**config.mk**
```make
export PLATFORM = sky130hd
export DESIGN_NAME = dec_bin_addsub
export DESIGN_NICKNAME = d
export VERILOG_FILES = /design/src/rtl/dec_bin_addsub_pkg.sv /design/src/rtl/digit_cell.sv /design/src/rtl/dec_bin_addsub.sv
export SDC_FILE = /design/constraint.sdc
export NUM_CORES = 1
export LEC_CHECK = 0
export BUFFER_PORTS_ARGS = -buffer_cell sky130_fd_sc_hd__buf_4
export CORE_MARGIN = 3
export CORE_UTILIZATION = 54
export DETAILED_ROUTE_END_ITERATION = 6
export PLACE_DENSITY = 0.85
export SYNTH_ARGS = -nofsm -noshare
export SYNTH_HDL_FRONTEND = slang
export SYNTH_SLANG_ARGS = --single-unit
```
**constraint.sdc**
```tcl
create_clock -name vclk -period 9.9
set_input_delay 1.485 -clock vclk [all_inputs]
set_output_delay 1.485 -clock vclk [all_outputs]
set_load 0.02 [all_outputs]
```
**src/rtl/dec_bin_addsub_pkg.sv**
```systemverilog
package dec_bin_addsub_pkg;
  localparam int unsigned DIGIT_W   = 4;
  localparam int unsigned DIGIT_MAX = 9;
  localparam logic [DIGIT_W-1:0] BCD_ADJ = DIGIT_W'(6);
endpackage

```
**src/rtl/digit_cell.sv**
```systemverilog
module digit_cell
  import dec_bin_addsub_pkg::*;
(
  input  logic [DIGIT_W-1:0] a_i,
  input  logic [DIGIT_W-1:0] b_i,
  input  logic               carry_i,
  input  logic               sub_i,
  input  logic               dec_i,
  output logic [DIGIT_W-1:0] digit_o,
  output logic               carry_o
);
  logic [DIGIT_W-1:0] b_eff;
  logic [DIGIT_W:0]   raw;

  always_comb begin
    b_eff = sub_i ? ~b_i : b_i;
    raw   = {1'b0, a_i} + {1'b0, b_eff} + {{DIGIT_W{1'b0}}, carry_i};
    if (!dec_i) begin
      digit_o = raw[DIGIT_W-1:0];
      carry_o = raw[DIGIT_W];
    end else if (!sub_i) begin
      // decimal add: a digit sum above nine wraps by adding six
      carry_o = (raw > (DIGIT_W+1)'(DIGIT_MAX));
      digit_o = carry_o ? raw[DIGIT_W-1:0] + BCD_ADJ : raw[DIGIT_W-1:0];
    end else begin
      // decimal subtract: a digit borrow pulls six off the wrapped value
      carry_o = raw[DIGIT_W];
      digit_o = carry_o ? raw[DIGIT_W-1:0] : raw[DIGIT_W-1:0] - BCD_ADJ;
    end
  end

  logic bcd_in;
  always_comb begin
    bcd_in = dec_i && (a_i <= DIGIT_W'(DIGIT_MAX)) && (b_i <= DIGIT_W'(DIGIT_MAX));
    if (bcd_in && !sub_i)
      a_r5_digit_bcd: assert (digit_o <= DIGIT_W'(DIGIT_MAX));
    if (bcd_in && sub_i)
      a_r6_digit_bcd: assert (digit_o <= DIGIT_W'(DIGIT_MAX));
  end
endmodule

```
**src/rtl/dec_bin_addsub.sv**
```systemverilog
module dec_bin_addsub
  import dec_bin_addsub_pkg::*;
#(
  parameter int unsigned WIDTH = 8
) (
  input  logic [WIDTH-1:0] a_i,
  input  logic [WIDTH-1:0] b_i,
  input  logic             carry_i,
  input  logic             sub_i,
  input  logic             dec_i,
  output logic [WIDTH-1:0] res_o,
  output logic             carry_o,
  output logic             zero_o,
  output logic             ovf_o,
  output logic             neg_o,
  output logic             flags_valid_o
);
  localparam int unsigned DIGITS = WIDTH / DIGIT_W;

  logic [DIGITS:0] chain;
  assign chain[0] = carry_i;

  for (genvar g = 0; g < DIGITS; g++) begin : g_digit
    digit_cell i_cell (
      .a_i     (a_i[g*DIGIT_W +: DIGIT_W]),
      .b_i     (b_i[g*DIGIT_W +: DIGIT_W]),
      .carry_i (chain[g]),
      .sub_i   (sub_i),
      .dec_i   (dec_i),
      .digit_o (res_o[g*DIGIT_W +: DIGIT_W]),
      .carry_o (chain[g+1])
    );
  end

  logic msb_b;
  always_comb begin
    msb_b         = b_i[WIDTH-1] ^ sub_i;
    carry_o       = chain[DIGITS];
    neg_o         = res_o[WIDTH-1];
    zero_o        = ~|res_o;
    ovf_o         = (a_i[WIDTH-1] == msb_b) && (res_o[WIDTH-1] != a_i[WIDTH-1]);
    flags_valid_o = ~dec_i;
  end

  logic [WIDTH:0] chk_sum;
  always_comb begin
    chk_sum = {1'b0, a_i} + {1'b0, b_i} + {{WIDTH{1'b0}}, carry_i};
    if (!dec_i && !sub_i) begin
      a_r1_bin_sum: assert ({carry_o, res_o} == chk_sum);
      a_r3_ovf_sign: assert (!ovf_o || (res_o[WIDTH-1] != a_i[WIDTH-1]));
    end
  end
endmodule

```
==> impl_metrics.tcl <==
set metrics [dict create \
    pwr-share-comb 1.000 \
    avgSynthCellArea_sq_um 7.395 \
    power_uw 190.2 \
    fill_cells 138 \
    max_freq_ghz 0.1232 \
    cellLeakagePower_nw 0.5884 \
    finalCriticalPeriod_ps 8118 \
    coreArea_sq_um 1541 \
    drtAntennaViolNets 0 \
    cp_common_cell "fa_1" \
    globalRouteMet2Util 0.3523 \
    synthesis.area_sq_um 909.6 \
    fin_setup_tns_ps 0 \
    max_stage_delay_ps 490 \
    drt_pre_antenna_iters 4 \
    worstMarginPinSlew_ps 528.9 \
    track_usage 0.2162 \
    multiInputGateArea_sq_um 834.6 \
    startpoint "sub_i" \
    drc 0 \
    grt_antenna_before_repair 0 \
    post_cts_buffers 0 \
    power.share.switching 0.5744 \
    path_cells "buf_4, xnor2_1, fa_1, fa_1, xnor2_1, inv_2, ha_1, a21boi_0, a31oi_1, nand2_1, o21ai_1, fa_1, inv_1, fa_1, nand2b_1, a21o_1, a41o_1, and3_1, a2111oi_2, nand4_1, nor4_2, buf_4" \
    wirelength_um 2252 \
    period_share 0.8200 \
    clkPwrFrac 0 \
    fin_nets 189 \
    fin_cells 168 \
    post_dp_cell_area_sq_um 1155 \
    synth_nets 158 \
    grt_pass1_vias 856 \
    cp-start-kind "primary input" \
    status "finished clean" \
    maxCapViolations 0 \
    setup_ws_ps 1782 \
    via_count 1000 \
    placementRows 14 \
    top_usage_layer "met2" \
    crit_path_end "zero_o" \
    cpMaxStageDelayCell "a2111oi_2" \
    ir_worst_vdd_v 0.00008079 \
    drv_slew 0 \
    ys_types 43 \
    post-route-util 0.7492 \
    place_ws_ps 1798 \
    die_w_um 47.04 \
    design_area_sq_um 1155 \
    areaGrowthSynthToFinish_pct 26.96 \
    dp_hpwl_um 1941 \
    path_max_fanout 24 \
    die_h_um 47.04 \
    ys_warn_count 0 \
    final_cell_mix "buf_4 (32), inv_1 (14), ha_1 (12)" \
    viasPerCell 5.952 \
    mostFrequentLayoutCell "buf_4" \
    drtIter0Drc 33 \
    seq_cells 0 \
    timing.slew.headroom 0.6467 \
    placed_cells 168 \
    grt_overflow 0 \
    criticalPathCategory "in -> out" \
    met1_usage 0.3333 \
    met3_usage 0.003831 \
    die-area_sq_um 2213 \
    holdBufCountCts 0 \
    ios 32 \
    final_hold_viol_count 0 \
    grt_pass1_wl_um 3615 \
    crit_required_ps 8420 \
    drive_gt1_frac 0.2697 \
    end_kind "output pin" \
    p_sw_uw 109.3 \
    hp-class "in -> out" \
    antenna_cells 0 \
    internal_power_uw 80.96 \
    regArea_sq_um 0 \
    holdWs_ps 3336 \
    gp_congestion 0.8851 \
    setup_viol_count_final 0 \
    power.density_nw_per_um2 164.7 \
    synth-seq-area-share 0 \
    worst_ep_arrival_time_ps 6630 \
    n_clock_buffer 0 \
    cts_resized 0 \
    grt_setup_unrepaired "no" \
    drt-wirelength-per-cell_um 13.40 \
    port_buffers 32 \
    synth_cells 123 \
    p_seq_frac 0 \
    initial_core_util 0.5901 \
    grt_max_degree 25 \
]
## metal layers
metal,part of all wire,vias to the layer above
met5,0,-
met4,0,0
met3,0.061,0
met2,0.49,33
met1,0.44,468
li1,-,499
## how the worst min path moves through the flow
stage / startpoint / endpoint / slack [ps] / cells after the start
6_report: dec_i / flags_valid_o / 3340 / 3
5_1_grt: dec_i / flags_valid_o / 3340 / 3
2_1_floorplan: dec_i / flags_valid_o / 3030 / 1
3_5_place_dp: dec_i / flags_valid_o / 3330 / 3
4_1_cts: dec_i / flags_valid_o / 3330 / 3
3_3_place_gp: dec_i / flags_valid_o / 3340 / 3
## power groups by stage
stage	clock [mW]	combinational (mW)	sequential [mW]
final	0	0.190	0
after CTS	0	0.190	0
after global placement	0	0.185	0
after global routing	0	0.210	0
after floorplan	0	0.136	0
after detailed placement	0	0.189	0
## cells in the mapped netlist (2+ instances only)
master	count	share of area
inv_1	14	0.058
ha_1	12	0.17
xor2_1	10	0.096
nor2_1	9	0.037
nand2_1	7	0.029
a21oi_1	6	0.033
a21o_1	4	0.033
fa_1	4	0.088
nor2b_1	4	0.028
nor3_1	4	0.022
xnor2_1	4	0.039
a31oi_1	3	0.021
o21ai_0	3	0.017
o21ai_1	3	0.017
a211oi_1	2	0.017
a41o_1	2	0.022
inv_2	2	0.0083
nand2b_1	2	0.014
nand3_1	2	0.011
nand4_1	2	0.014
nor4_1	2	0.014
## layout make-up
cell class                      instances  area share
Multi-Input combinational cell        104      0.7226
Tap cell                               16     0.01733
Inverter                               16     0.05200
Timing Repair Buffer                   32      0.2080
## cells by family after synthesis
family	Yosys count	synth area share
simple gates	39	0.2338
compound gates	32	0.2490
buf+inv	19	0.08253
xor+xnor	16	0.1706
fa+ha+maj	16	0.2531
mux	1	0.01100
## worst max-delay path, delay by kind of cell
family / cells / cell delay (ps)
and+or+nand+nor: 5 / 810
AOI/OAI and AO/OA: 6 / 1520
adders and majority gates: 5 / 1720
xor gates and xnor gates: 2 / 490
buffers and inverters: 4 / 610
Power figures use the tool's default switching activity.
